### src/rtl/tbd_pkg.sv
// Shared types for the decade time base divider.
// Assumes one system clock; all strobes are single-cycle enables.
package tbd_pkg;

    localparam int unsigned CODE_W    = 3;
    localparam logic [3:0]  DIGIT_MAX = 4'd9;

    typedef logic [3:0] bcd_t;

    typedef enum logic {
        SRC_BASE = 1'b0,
        SRC_EXT  = 1'b1
    } src_e;

endpackage

### src/rtl/tbd_prescaler.sv
// Fixed-ratio prescaler: emits one strobe per PRE_DIV input strobes.
// Assumes in_tick is a single-cycle enable; the output is combinational
// from the count and the current input strobe.
module tbd_prescaler #(
    parameter int unsigned PRE_DIV = 10
) (
    input  logic clk,
    input  logic rst_n,
    input  logic in_tick,
    output logic out_tick
);

    localparam int unsigned CNT_W = (PRE_DIV > 1) ? $clog2(PRE_DIV) : 1;
    localparam logic [CNT_W-1:0] LAST = CNT_W'(PRE_DIV - 1);

    logic [CNT_W-1:0] cnt_q;

    assign out_tick = in_tick && (cnt_q == LAST);

    // Count input strobes modulo PRE_DIV.
    always_ff @(posedge clk) begin
        if (!rst_n) begin
            cnt_q <= '0;
        end else if (in_tick) begin
            cnt_q <= (cnt_q == LAST) ? '0 : cnt_q + 1'b1;
        end
    end

    p_presc_range_r2: assert property (@(posedge clk) disable iff (!rst_n)
        cnt_q <= LAST);

    p_presc_wrap_r2: assert property (@(posedge clk) disable iff (!rst_n)
        out_tick |=> (cnt_q == '0));

endmodule

### src/rtl/tbd_bcd_stage.sv
// One BCD decade of the interval counter.
// Priority: reset, then park at nine, then clear, then increment.
// at_max flags the digit nine so the carry chain can be built outside.
module tbd_bcd_stage
    import tbd_pkg::*;
(
    input  logic clk,
    input  logic rst_n,
    input  logic park,
    input  logic clear,
    input  logic inc,
    output bcd_t digit,
    output logic at_max
);

    bcd_t digit_q;

    assign digit  = digit_q;
    assign at_max = (digit_q == DIGIT_MAX);

    // Update the decade digit.
    always_ff @(posedge clk) begin
        if (!rst_n) begin
            digit_q <= '0;
        end else if (park) begin
            digit_q <= DIGIT_MAX;
        end else if (clear) begin
            digit_q <= '0;
        end else if (inc) begin
            digit_q <= at_max ? '0 : digit_q + 4'd1;
        end
    end

    p_bcd_range_r4: assert property (@(posedge clk) disable iff (!rst_n)
        digit_q <= DIGIT_MAX);

    p_bcd_wrap_r4: assert property (@(posedge clk) disable iff (!rst_n)
        (inc && at_max && !park && !clear) |=> (digit_q == '0));

endmodule

### src/rtl/tbd_cfg.sv
// Holds the configuration in force: the source and the selected decade.
// New inputs are taken up at reset or when load is high. In external mode
// the top code bit is forced low. Codes above N_DECADES clamp to it.
module tbd_cfg
    import tbd_pkg::*;
#(
    parameter int unsigned N_DECADES = 7,
    parameter int unsigned SEL_W     = 3
) (
    input  logic              clk,
    input  logic              rst_n,
    input  logic              load,
    input  logic              mode_ext,
    input  logic [CODE_W-1:0] ratio_code,
    output src_e              src_q,
    output logic [SEL_W-1:0]  sel_q
);

    logic [CODE_W-1:0] eff_code;
    logic [SEL_W-1:0]  sel_d;
    src_e              src_d;

    // Form the effective code and clamp it to the existing stages.
    always_comb begin
        eff_code = ratio_code;
        eff_code[CODE_W-1] = ratio_code[CODE_W-1] & ~mode_ext;
        src_d = mode_ext ? SRC_EXT : SRC_BASE;
        if (int'(eff_code) > int'(N_DECADES)) begin
            sel_d = SEL_W'(N_DECADES);
        end else begin
            sel_d = SEL_W'(eff_code);
        end
    end

    // Latch the configuration at reset or on a load request.
    always_ff @(posedge clk) begin
        if (!rst_n || load) begin
            src_q <= src_d;
            sel_q <= sel_d;
        end
    end

    p_cfg_steady_r9: assert property (@(posedge clk) disable iff (!rst_n)
        !load |=> ($stable(sel_q) && $stable(src_q)));

    p_ext_top_low_r6: assert property (@(posedge clk) disable iff (!rst_n)
        (src_q == SRC_EXT) |-> (int'(sel_q) < 4));

endmodule

### src/rtl/decade_timebase.sv
// Programmable decade time base divider (top level).
// A prescaler divides ref_tick by PRE_DIV. The mode picks the base strobe
// or ext_tick as the input strobe. N_DECADES BCD stages count that strobe.
// The output pulse is the carry into the selected stage, registered for
// one cycle. hold parks every stage at nine and blocks the output.
// Settings are taken up only on a pulse or while hold is high.
module decade_timebase
    import tbd_pkg::*;
#(
    parameter int unsigned PRE_DIV   = 10,
    parameter int unsigned N_DECADES = 7
) (
    input  logic              clk,
    input  logic              rst_n,
    input  logic              ref_tick,
    input  logic              ext_tick,
    input  logic              mode_ext,
    input  logic [CODE_W-1:0] ratio_code,
    input  logic              hold,
    output logic              tb_pulse
);

    localparam int unsigned SEL_W = $clog2(N_DECADES + 1);

    logic                 base_tick;
    logic                 strobe;
    logic [N_DECADES:0]   carry;
    logic [N_DECADES-1:0] at_max;
    bcd_t                 digit [N_DECADES];
    logic                 fire;
    logic                 cfg_load;
    logic                 all_zero;
    src_e                 src_q;
    logic [SEL_W-1:0]     sel_q;
    logic                 pulse_q;

    tbd_prescaler #(
        .PRE_DIV (PRE_DIV)
    ) presc_i (
        .clk      (clk),
        .rst_n    (rst_n),
        .in_tick  (ref_tick),
        .out_tick (base_tick)
    );

    tbd_cfg #(
        .N_DECADES (N_DECADES),
        .SEL_W     (SEL_W)
    ) cfg_i (
        .clk        (clk),
        .rst_n      (rst_n),
        .load       (cfg_load),
        .mode_ext   (mode_ext),
        .ratio_code (ratio_code),
        .src_q      (src_q),
        .sel_q      (sel_q)
    );

    assign strobe   = (src_q == SRC_EXT) ? ext_tick : base_tick;
    assign carry[0] = strobe;

    genvar gi;
    generate
        for (gi = 0; gi < N_DECADES; gi++) begin : g_decade
            tbd_bcd_stage stage_i (
                .clk    (clk),
                .rst_n  (rst_n),
                .park   (hold),
                .clear  (fire),
                .inc    (carry[gi]),
                .digit  (digit[gi]),
                .at_max (at_max[gi])
            );
            assign carry[gi+1] = carry[gi] & at_max[gi];
        end
    endgenerate

    assign fire     = carry[sel_q] & ~hold;
    assign cfg_load = hold | fire;
    assign tb_pulse = pulse_q;

    // Register the terminal-count strobe as the output pulse.
    always_ff @(posedge clk) begin
        if (!rst_n) begin
            pulse_q <= 1'b0;
        end else begin
            pulse_q <= fire;
        end
    end

    // Flag a fully cleared interval counter, used by the checks below.
    always_comb begin
        all_zero = 1'b1;
        for (int i = 0; i < N_DECADES; i++) begin
            if (digit[i] != '0) all_zero = 1'b0;
        end
    end

    p_reset_quiet_r1: assert property (@(posedge clk)
        !rst_n |=> (!tb_pulse && all_zero));

    p_hold_quiet_r7: assert property (@(posedge clk) disable iff (!rst_n)
        hold |=> !tb_pulse);

    p_hold_parks_r7: assert property (@(posedge clk) disable iff (!rst_n)
        hold |=> (&at_max));

    p_restart_after_pulse_r8: assert property (@(posedge clk) disable iff (!rst_n)
        tb_pulse |-> all_zero);

    p_pulse_needs_strobe_r8: assert property (@(posedge clk) disable iff (!rst_n)
        !strobe |=> !tb_pulse);

endmodule

### config.mk
export PLATFORM = sky130hd
export DESIGN_NAME = decade_timebase
export DESIGN_NICKNAME = d
export VERILOG_FILES = /design/src/rtl/tbd_pkg.sv /design/src/rtl/tbd_prescaler.sv /design/src/rtl/tbd_bcd_stage.sv /design/src/rtl/tbd_cfg.sv /design/src/rtl/decade_timebase.sv
export SDC_FILE = /design/constraint.sdc
export NUM_CORES = 1
export LEC_CHECK = 0
export BUFFER_PORTS_ARGS = -buffer_cell sky130_fd_sc_hd__clkbuf_2
export CORE_ASPECT_RATIO = 1.1
export CORE_UTILIZATION = 58
export DETAILED_ROUTE_END_ITERATION = 10
export GPL_TIMING_DRIVEN = 0
export PLACE_DENSITY = 0.87
export SLEW_MARGIN = 25
export SYNTH_ARGS = -nofsm -noshare
export SYNTH_HDL_FRONTEND = slang
export SYNTH_HIERARCHICAL = 1
export SYNTH_SLANG_ARGS = --single-unit
### constraint.sdc
create_clock -name clk -period 2.33 [get_ports clk]
set_clock_uncertainty 0.05 [all_clocks]
set_input_delay 0 -clock clk [delete_from_list [all_inputs] [get_ports clk]]
set_output_delay 0 -clock clk [all_outputs]
set_load 0.01 [all_outputs]
==> flow_metrics.py, run 1 <==
metrics = {
    "layout": {
        "drive_gt1_share_pct": 25.9,
        "regArea_um2": 782,
        "final_core_util_pct": 68.9,
        "diodes": 0,
        "area_delta_synth_final_pct": 12.9,
        "final_area_mm2": 0.00229,
        "fin_nets": 251,
        "instances_no_fill": 291,
        "multi_input_area_mm2": 0.00128,
        "fill_cells": 274,
    },
    "timing": {
        "fin_crit_ns": 2.20,
        "slew-limit-headroom_pct": 51.0,
        "setup_viol": 0,
        "rsz0062_at_grt": "no",
        "setup_tns_ns": 0,
        "fin_crit_sh_pct": 94.4,
        "worst_pin_slew_ns": 0.734,
        "layout_setup_ws_ns": 0.130,
        "finalHoldViolations": 0,
        "fmax_mhz": 454,
        "maxSlewViolCount": 0,
        "whs_ns": 0.221,
    },
    "pwr": {
        "comb_power_share_pct": 12.2,
        "power_leakage_nw": 0.848,
        "p_seq_share_pct": 59.3,
        "p_per_area_mw_per_mm2": 518,
        "power.total_mw": 1.19,
        "power.clock.fraction_pct": 28.5,
        "switchingPower_uw": 329,
        "swShare_pct": 27.7,
        "ir_drop_mv": 0.340,
        "p_int_uw": 859,
    },
    "drt": {
        "ant_nets": 0,
        "vias": 1674,
        "drc": 0,
        "vias_per_cell": 5.75,
        "firstDrtPassIters": 4,
        "drt-wirelength-per-cell_um": 13.7,
        "routed_wl_mm": 3.99,
        "drtIter0Drc": 99,
    },
    "placement": {
        "numPortBuffers": 9,
        "pre_cts_slack_ns": -0.423,
        "placed_area_mm2": 0.00214,
        "hpwl_mm": 2.35,
        "gp_routability_congestion": 0.816,
        "dp.cells": 276,
    },
    "synth": {
        "syn_area_mm2": 0.00203,
        "synthDistinctLibCells": 38,
        "synth_top_area_share_pct": 32.5,
        "yosysWarnings": 6,
        "async_reset_ff_share_pct": 0,
        "synthTopCellsByArea": "dfxtp_1 (33%), and3b_2 (6.9%), edfxtp_1 (5.9%)",
        "synth_common_cells": "dfxtp_1 (33), nand2_1 (26), nor2b_1 (15)",
        "synth_most_common_cell": "dfxtp_1",
        "syn-num-nets": 228,
        "avgSynthCellArea_um2": 9.28,
        "ys.flop_type": "dfxtp_1",
        "synth-seq-cells": 37,
        "synth_largest_area_cell": "dfxtp_1",
        "synthCells": 219,
        "synth_edf_count": 4,
        "synth-seq-area-share_pct": 38.4,
    },
    "cts": {
        "cts.sinks": 37,
        "cts_made_buffers": 5,
        "clock_latency_ns": 0.36,
        "cts_tree": "yes",
        "cts-root-buf": "clkbuf_4",
        "clk_pin_slew_ns": 0.12,
        "clk_path_buf_depth": 2,
        "h-tree-depth": 2,
    },
    "grt": {
        "grt_pass1_vias": 1599,
        "grt_pass1_wl_mm": 6.82,
        "antenna_found_initial": 0,
        "grt_max_degree": 36,
        "grt_usage_pct": 23.6,
        "grt_overflow": 0,
    },
    "setup_path": {
        "critPathKind": "flop to flop",
        "worst_path_max_delay_cell": "dfxtp_2",
        "cpPeakStageDelay_ns": 0.37,
        "cp.arrival_ns": 2.42,
        "path_common_cell": "nand2_1",
        "worstPathRequired_ns": 2.55,
        "critPathMaxFanout": 5,
        "worst_setup_path_end_kind": "flop",
        "cp_top_family": "simple AND/OR/NAND/NOR gates",
        "cp_num_buf_inv": 1,
        "path_cells": "nand2_1, nor4b_4, mux2i_2, inv_2, and3_2, and2_2, nand2_1, or3_1, a211oi_2",
        "crit_path_start_kind": "flop",
    },
    "min_path": {
        "worstHoldPathType": "input pin to flop",
    },
    "die": {
        "design.die.area_mm2": 0.00374,
        "core_area_mm2": 0.00333,
        "num_rows": 22,
        "io_pins": 10,
        "die_w_um": 58.4,
        "die_y_um": 64.1,
        "start_util_pct": 61.0,
    },
    "job": {
        "cap_violations": 0,
    },
    "run_status": {
        "status": "complete, no violations",
    },
}
cell usage in the layout, fill, tap and decap left out, types with 8 or more instances in the layout:
cell type,Yosys,layout
nor2b_1,15,15
dfxtp_1,33,32
xnor2_1,8,8
clkbuf_2,0,9
xor2_1,8,8
nand2_1,26,25
nand3_1,14,14
nand2b_1,9,9
o21a_1,8,8
nor2_1,10,9
and3b_2,14,14
per-layer routing:
layer | track usage (%) | vias to the layer above | share of wire (%)
met2 | 40.1 | 33 | 50
met1 | 28.1 | 789 | 45
met3 | 5.87 | 7 | 3.3
met4 | 9.82 | 0 | 1.3
met5 | 0 | - | 0
li1 | - | 845 | -
power groups by stage:
stage | Combinational, mW | Sequential, mW | Clock, mW
final | 0.145 | 0.704 | 0.338
after global routing | 0.162 | 0.709 | 0.371
after CTS | 0.140 | 0.702 | 0.343
after detailed placement | 0.132 | 0.716 | 0
after global placement | 0.129 | 0.715 | 0
after floorplan | 0.0944 | 0.709 | 0
final cells by class:
type / count / share of cell area, %
Clock inverter: 3 / 0.764
Clock buffer: 5 / 1.64
Multi-Input combinational cell: 179 / 55.8
Tap cell: 48 / 2.62
Timing Repair Buffer: 15 / 4.47
Sequential cell: 37 / 34.1
Inverter: 4 / 0.655
kinds of logic (layout without fill, tap and decap cells):
kind of cell	Yosys count	count (layout)	share of synthesized area, %
AOI/OAI and AO/OA	39	39	17.0
and+or+nand+nor	121	122	35.9
muxes	2	2	1.05
buffers and inverters	4	27	0.739
xor gates and xnor gates	16	16	6.90
DFF	37	37	38.4
sequential cells by signal, indices dropped and copies added, names as in the netlist:
name and cells:
presc_i/cnt_q 4, tb_pulse 1, cfg_i/src_q 1, cfg_i/sel_q 3
g_decade.stage_i/digit 28
what timing repair did:
action / CTS / global route
gates resized for setup: 4 / 6
pin swaps: 0 / 1
buffers inserted: 0 / 1
endpoints found under the hold margin: 8 / 0
hold buffers: 5 / 0
endpoints found under the setup margin: 28 / 28
cloned: 0 / 1
tightest hold or removal path: stages:
cell	delay, ns
clkbuf_2	0.09
mux2i_2	0.10
inv_2	0.09
buf_4	0.13
o2111ai_1	0.10
nand3_1	0.07
final timing paths:
check,startpoint,end,slack [ns],cells after the start
hold reg to reg,g_decade[6].stage_i/digit[3],g_decade[6].stage_i/digit[3],0.48,2
hold / removal,ext_tick,g_decade[0].stage_i/digit[3],0.22,6
setup reg to reg,presc_i/cnt_q[0],g_decade[3].stage_i/digit[1],0.13,9
setup / recovery,presc_i/cnt_q[0],g_decade[3].stage_i/digit[1],0.13,9
Power figures use the tool's default switching activity.
==> inputs of run 2 (changes only) <==
--- a/config.mk
+++ b/config.mk
@@ -7,10 +7,10 @@
 export LEC_CHECK = 0
 export BUFFER_PORTS_ARGS = -buffer_cell sky130_fd_sc_hd__clkbuf_2
 export CORE_ASPECT_RATIO = 1.1
-export CORE_UTILIZATION = 58
+export CORE_UTILIZATION = 30
 export DETAILED_ROUTE_END_ITERATION = 10
 export GPL_TIMING_DRIVEN = 0
-export PLACE_DENSITY = 0.87
+export PLACE_DENSITY = 0.56
 export SLEW_MARGIN = 25
 export SYNTH_ARGS = -nofsm -noshare
 export SYNTH_HDL_FRONTEND = slang
==> run 2 against run 1 <==
  * Global-route usage shrank 11 points
  * Sequential power about the same
  * Largest cell class unchanged
  * Maximum frequency is 1.2% higher
==> flow_metrics.py, run 2 (same netlist as run 1, synthesis figures left out) <==
metrics = {
    "run_status": {
        "status": "complete, no violations",
    },
    "setup_path": {
        "worst_setup_path_end_kind": "flop",
        "path_cells": "nor2b_2, and3b_2, nand4_1, nor2_4, and3_1, nand2_1, or3_1, a211oi_2",
        "cp.arrival_ns": 2.33,
        "cp_num_buf_inv": 0,
        "cp_top_family": "simple AND/OR/NAND/NOR gates",
        "worst_path_max_delay_cell": "dfxtp_1",
        "worstPathRequired_ns": 2.49,
        "cpPeakStageDelay_ns": 0.35,
        "critPathKind": "flop to flop",
        "crit_path_start_kind": "flop",
        "critPathMaxFanout": 8,
    },
    "drt": {
        "routed.top_layer": "met4",
        "firstDrtPassIters": 4,
        "routedLengthMet1_mm": 1.99,
        "ant_nets": 0,
        "route.met2.wl_mm": 1.95,
        "vias_per_cell": 4.87,
        "drtIter0Drc": 62,
        "drc": 0,
        "drt-wirelength-per-cell_um": 12.6,
        "routed_wl_mm": 4.11,
        "dr_wl_met3_um": 90,
        "vias": 1593,
    },
    "cts": {
        "cts.sinks": 37,
        "clock_latency_ns": 0.29,
        "clk_pin_slew_ns": 0.08,
        "clk_path_buf_depth": 2,
        "cts-root-buf": "clkbuf_8",
        "h-tree-depth": 2,
        "cts_made_buffers": 5,
        "cts_tree": "yes",
    },
    "min_path": {
        "worstHoldPathType": "input pin to flop",
    },
    "job": {
        "cap_violations": 0,
    },
    "layout": {
        "fin_nets": 253,
        "final_common_cell": "dfxtp_1",
        "drive_gt1_share_pct": 26.5,
        "largest_register_ff_count": 28,
        "fill_cells": 667,
        "mostFrequentLayoutCells": "dfxtp_1 (32), nand2_1 (24), nor2b_1 (15)",
        "diodes": 0,
        "final_core_util_pct": 37.0,
        "area_delta_synth_final_pct": 19.3,
    },
    "die": {
        "num_rows": 31,
        "die_y_um": 88.3,
        "design.die.area_mm2": 0.00711,
        "start_util_pct": 31.0,
        "die_w_um": 80.5,
        "core_area_mm2": 0.00656,
        "io_pins": 10,
    },
    "pwr": {
        "power_leakage_nw": 0.886,
        "p_per_area_mw_per_mm2": 579,
        "power.total_mw": 1.40,
        "ir_drop_mv": 0.219,
    },
    "timing": {
        "setup_viol": 0,
        "slew-limit-headroom_pct": 50.9,
        "whs_ns": 0.0262,
        "rsz0062_at_grt": "no",
        "fin_crit_ns": 2.17,
        "maxSlewViolCount": 0,
        "fmax_mhz": 460,
        "fin_crit_sh_pct": 93.3,
        "finalHoldViolations": 0,
        "worst_pin_slew_ns": 0.736,
    },
    "grt": {
        "grt_overflow": 0,
        "grt_usage_pct": 12.8,
        "antenna_found_initial": 0,
        "grt_max_degree": 36,
        "grt_pass1_wl_mm": 6.98,
        "grt_pass1_vias": 1549,
    },
    "placement": {
        "numPortBuffers": 9,
        "hpwl_mm": 2.55,
        "gp_routability_congestion": 0.732,
    },
}
-- run 2: changes by cell type in the layout (fill, tap and decap cells not counted), sizes merged --
cell and change:
clkinv -1, buf +2, dlygate4sd3 -1, nand2 +1, bufinv +1
-- run 2: path summary, 6_finish.rpt --
kind / from / endpoint / slack (ns) / cells after the start
setup / recovery: g_decade[0].stage_i/digit[3] / g_decade[6].stage_i/digit[1] / 0.16 / 8
hold / removal: ref_tick / presc_i/cnt_q[0] / 0.03 / 3
setup reg to reg: g_decade[0].stage_i/digit[3] / g_decade[6].stage_i/digit[1] / 0.16 / 8
hold reg to reg: presc_i/cnt_q[3] / presc_i/cnt_q[3] / 0.46 / 2
-- run 2: report_power, final --
part | switching (mW) | internal [mW] | leakage (nW)
clock network | 0.238 | 0.315 | 0.0518
registers | 0.0293 | 0.674 | 0.313
logic | 0.0751 | 0.0721 | 0.522
-- run 2: routing by layer --
metal  global-route usage [%]  vias up
met2                     21.1       11
met5                        0        -
met3                     3.20        7
met1                     16.0      732
li1                         -      843
met4                     5.36        0
-- run 2: worst reg2reg max path, cell delays in order (launching register included) --
cell and delay, ns:
dfxtp_1 0.35, nor2b_2 0.18, and3b_2 0.23, nand4_1 0.16, nor2_4 0.24, and3_1 0.27, nand2_1 0.11, or3_1 0.33
a211oi_2 0.17
-- run 2: through the flow --
| step | setup slack [ns] | std cells | area, µm² | setup TNS (ns) |
|---|---|---|---|---|
| floorplan | 0.176 | 219 | 2030 | 0 |
| global placement | -0.508 | 310 | 2180 | -12.54 |
| detailed placement | -0.539 | 310 | 2180 | -13.02 |
| CTS | 0.0228 | 323 | 2350 | 0 |
| global route | 0.00341 | 327 | 2420 | 0 |
| finish | 0.157 | 327 | 2420 | 0 |
-- run 2: final cells by class --
class	count	area, µm²	share of cell area [%]
clock buffer	5	68.8	2.84
clock inverter	3	41.3	1.70
inverter	4	15.0	0.620
multi-input combinational	180	1310	53.9
sequential	37	782	32.3
tap	82	103	4.23
timing repair buffer	16	108	4.44
-- run 2: what timing repair did --
action / in CTS / in global routing
pin swaps: 2 / 4
cloned: 1 / 1
gates resized for setup: 4 / 9
setup endpoints to repair: 28 / 28
hold buffers: 4 / 0
setup buffers: 0 / 3
endpoints found under the hold margin: 4 / 0
==> inputs of run 3 (changes only) <==
--- a/config.mk
+++ b/config.mk
@@ -8,6 +8,7 @@
 export BUFFER_PORTS_ARGS = -buffer_cell sky130_fd_sc_hd__clkbuf_2
 export CORE_ASPECT_RATIO = 1.1
 export CORE_UTILIZATION = 30
+export CTS_BUF_LIST = sky130_fd_sc_hd__clkbuf_16
 export DETAILED_ROUTE_END_ITERATION = 10
 export GPL_TIMING_DRIVEN = 0
 export PLACE_DENSITY = 0.56
==> run 3 against run 2 <==
  * Via count up 1.4%
  * Largest cell class unchanged
  * Worst hold slack better by 0.017 ns
  * Highest routed layer unchanged
  * Combinational power about the same
==> flow_metrics.py, run 3 (same netlist as run 1, synthesis figures left out) <==
metrics = {
    "placement": {
        "pre_cts_slack_ns": -0.539,
        "hpwl_mm": 2.55,
        "gp_routability_congestion": 0.732,
        "dp.cells": 310,
        "numPortBuffers": 9,
        "placed_area_mm2": 0.00218,
    },
    "pwr": {
        "p_per_area_mw_per_mm2": 651,
        "ir_drop_mv": 0.405,
        "power.total_mw": 1.61,
        "power_leakage_nw": 0.912,
    },
    "grt": {
        "antenna_found_initial": 0,
        "grt_usage_pct": 12.9,
        "grt_max_degree": 36,
        "grt_pass1_wl_mm": 7.04,
        "grt_overflow": 0,
        "grt_pass1_vias": 1556,
    },
    "timing": {
        "layout_setup_ws_ns": 0.154,
        "slew-limit-headroom_pct": 51.0,
        "fmax_mhz": 460,
        "fin_crit_ns": 2.18,
        "setup_viol": 0,
        "finalHoldViolations": 0,
        "setup_tns_ns": 0,
        "maxSlewViolCount": 0,
        "fin_crit_sh_pct": 93.4,
        "worst_pin_slew_ns": 0.735,
    },
    "layout": {
        "drive_gt1_share_pct": 26.5,
        "instances_no_fill": 327,
        "diodes": 0,
        "final_area_mm2": 0.00248,
        "fin_nets": 253,
        "fill_cells": 658,
        "largest_register_ff_count": 28,
        "mostFrequentLayoutCells": "dfxtp_1 (32), nand2_1 (24), nor2b_1 (15)",
        "area_delta_synth_final_pct": 22.0,
        "final_common_cell": "dfxtp_1",
    },
    "die": {
        "start_util_pct": 31.0,
        "die_w_um": 80.5,
        "die_y_um": 88.3,
        "num_rows": 31,
        "io_pins": 10,
        "core_area_mm2": 0.00656,
        "design.die.area_mm2": 0.00711,
    },
    "drt": {
        "firstDrtPassIters": 4,
        "drt-wirelength-per-cell_um": 12.6,
        "ant_nets": 0,
        "drc": 0,
        "routed_wl_mm": 4.11,
        "vias_per_cell": 4.94,
        "drtIter0Drc": 55,
        "vias": 1615,
    },
    "cts": {
        "cts_made_buffers": 5,
        "cts-root-buf": "clkbuf_16",
        "clk_pin_slew_ns": 0.06,
        "clk_path_buf_depth": 2,
        "cts.sinks": 37,
        "h-tree-depth": 2,
        "cts_tree": "yes",
        "clock_latency_ns": 0.28,
    },
    "setup_path": {
        "cp_top_family": "simple AND/OR/NAND/NOR gates",
        "r2r_cells": 8,
        "cpPeakStageDelay_ns": 0.35,
        "path_cells": "nor2b_2, and3b_2, nand4_1, nor2_4, and3_1, nand2_1, or3_1, a211oi_2",
        "rrSetupSlack_ns": 0.15,
        "cp_num_buf_inv": 0,
        "cp.arrival_ns": 2.32,
        "crit_path_start_kind": "flop",
        "worst_setup_path_end_kind": "flop",
        "critPathCapture": "g_decade[6].stage_i/digit[1]",
        "worstSetupPathDepth": 8,
        "regToRegStartpoint": "g_decade[0].stage_i/digit[3]",
        "timing.rr.end": "g_decade[6].stage_i/digit[1]",
        "worstPathRequired_ns": 2.47,
        "cp-startpoint": "g_decade[0].stage_i/digit[3]",
        "critPathMaxFanout": 8,
        "critPathKind": "flop to flop",
        "worst_path_max_delay_cell": "dfxtp_1",
    },
    "min_path": {
        "worstHoldPathType": "input pin to flop",
    },
    "job": {
        "cap_violations": 0,
    },
    "run_status": {
        "status": "complete, no violations",
    },
}
[run 3: cell count changes in the layout (fill, tap and decap cells not counted)]
cell / change
clkbuf_16: +5
clkbuf_8: -5
[run 3: timing repair]
| item | in CTS | in global routing |
|---|---|---|
| setup buffers | 0 | 3 |
| pin swaps | 2 | 4 |
| hold buffers | 4 | 0 |
| cloned | 1 | 1 |
| setup endpoints to repair | 28 | 28 |
| resized for setup | 4 | 9 |
| hold endpoints to repair | 4 | 0 |
[run 3: power breakdown]
part | switching, mW | total [mW] | internal (mW) | leakage, nW
logic | 0.0749 | 0.147 | 0.0721 | 0.522
registers | 0.0292 | 0.705 | 0.675 | 0.313
clock network | 0.261 | 0.762 | 0.501 | 0.0775
total | 0.365 | 1.61 | 1.25 | 0.912
[run 3: routing by layer]
metal / up-vias / track usage [%] / share of wire [%]
met5: - / 0 / 0
met4: 0 / 6.33 / 1.8
met3: 6 / 2.58 / 1.9
met2: 11 / 21.4 / 48
met1: 755 / 16.1 / 48
li1: 843 / - / -
[run 3: worst min-delay path by stage]
stage          cells past startpoint                            to     startpoint  slack, ns
2_1_floorplan                      1  g_decade[0].stage_i/digit[1]           hold       0.02
3_3_place_gp                       1                cfg_i/sel_q[1]  ratio_code[1]       0.14
3_5_place_dp                       1                cfg_i/sel_q[1]  ratio_code[1]       0.13
4_1_cts                            3              presc_i/cnt_q[0]       ref_tick       0.04
5_1_grt                            3              presc_i/cnt_q[0]       ref_tick       0.05
6_report                           3              presc_i/cnt_q[0]       ref_tick       0.04
[run 3: cell type report]
| cell class | count | area, µm² | area share [%] |
|---|---|---|---|
| clock inverter | 3 | 41.3 | 1.66 |
| tap | 82 | 103 | 4.14 |
| inverter | 4 | 15.0 | 0.605 |
| clock buffer | 5 | 125 | 5.05 |
| multi-input combinational | 180 | 1310 | 52.7 |
| timing repair buffer | 16 | 108 | 4.34 |
| sequential | 37 | 782 | 31.5 |
[run 3: per-stage QoR]
step	hold slack (ns)	utilization [%]
finish	0.0432	37.8
global route	0.0542	37.8
detailed placement	0.129	33.3
global placement	0.141	33.3
CTS	0.0385	36.7
floorplan	0.0230	-
[run 3: worst register-to-register path: stages, from the launching register on]
cell	delay (ns)
dfxtp_1	0.35
nor2b_2	0.18
and3b_2	0.23
nand4_1	0.16
nor2_4	0.24
and3_1	0.27
nand2_1	0.10
or3_1	0.33
a211oi_2	0.17
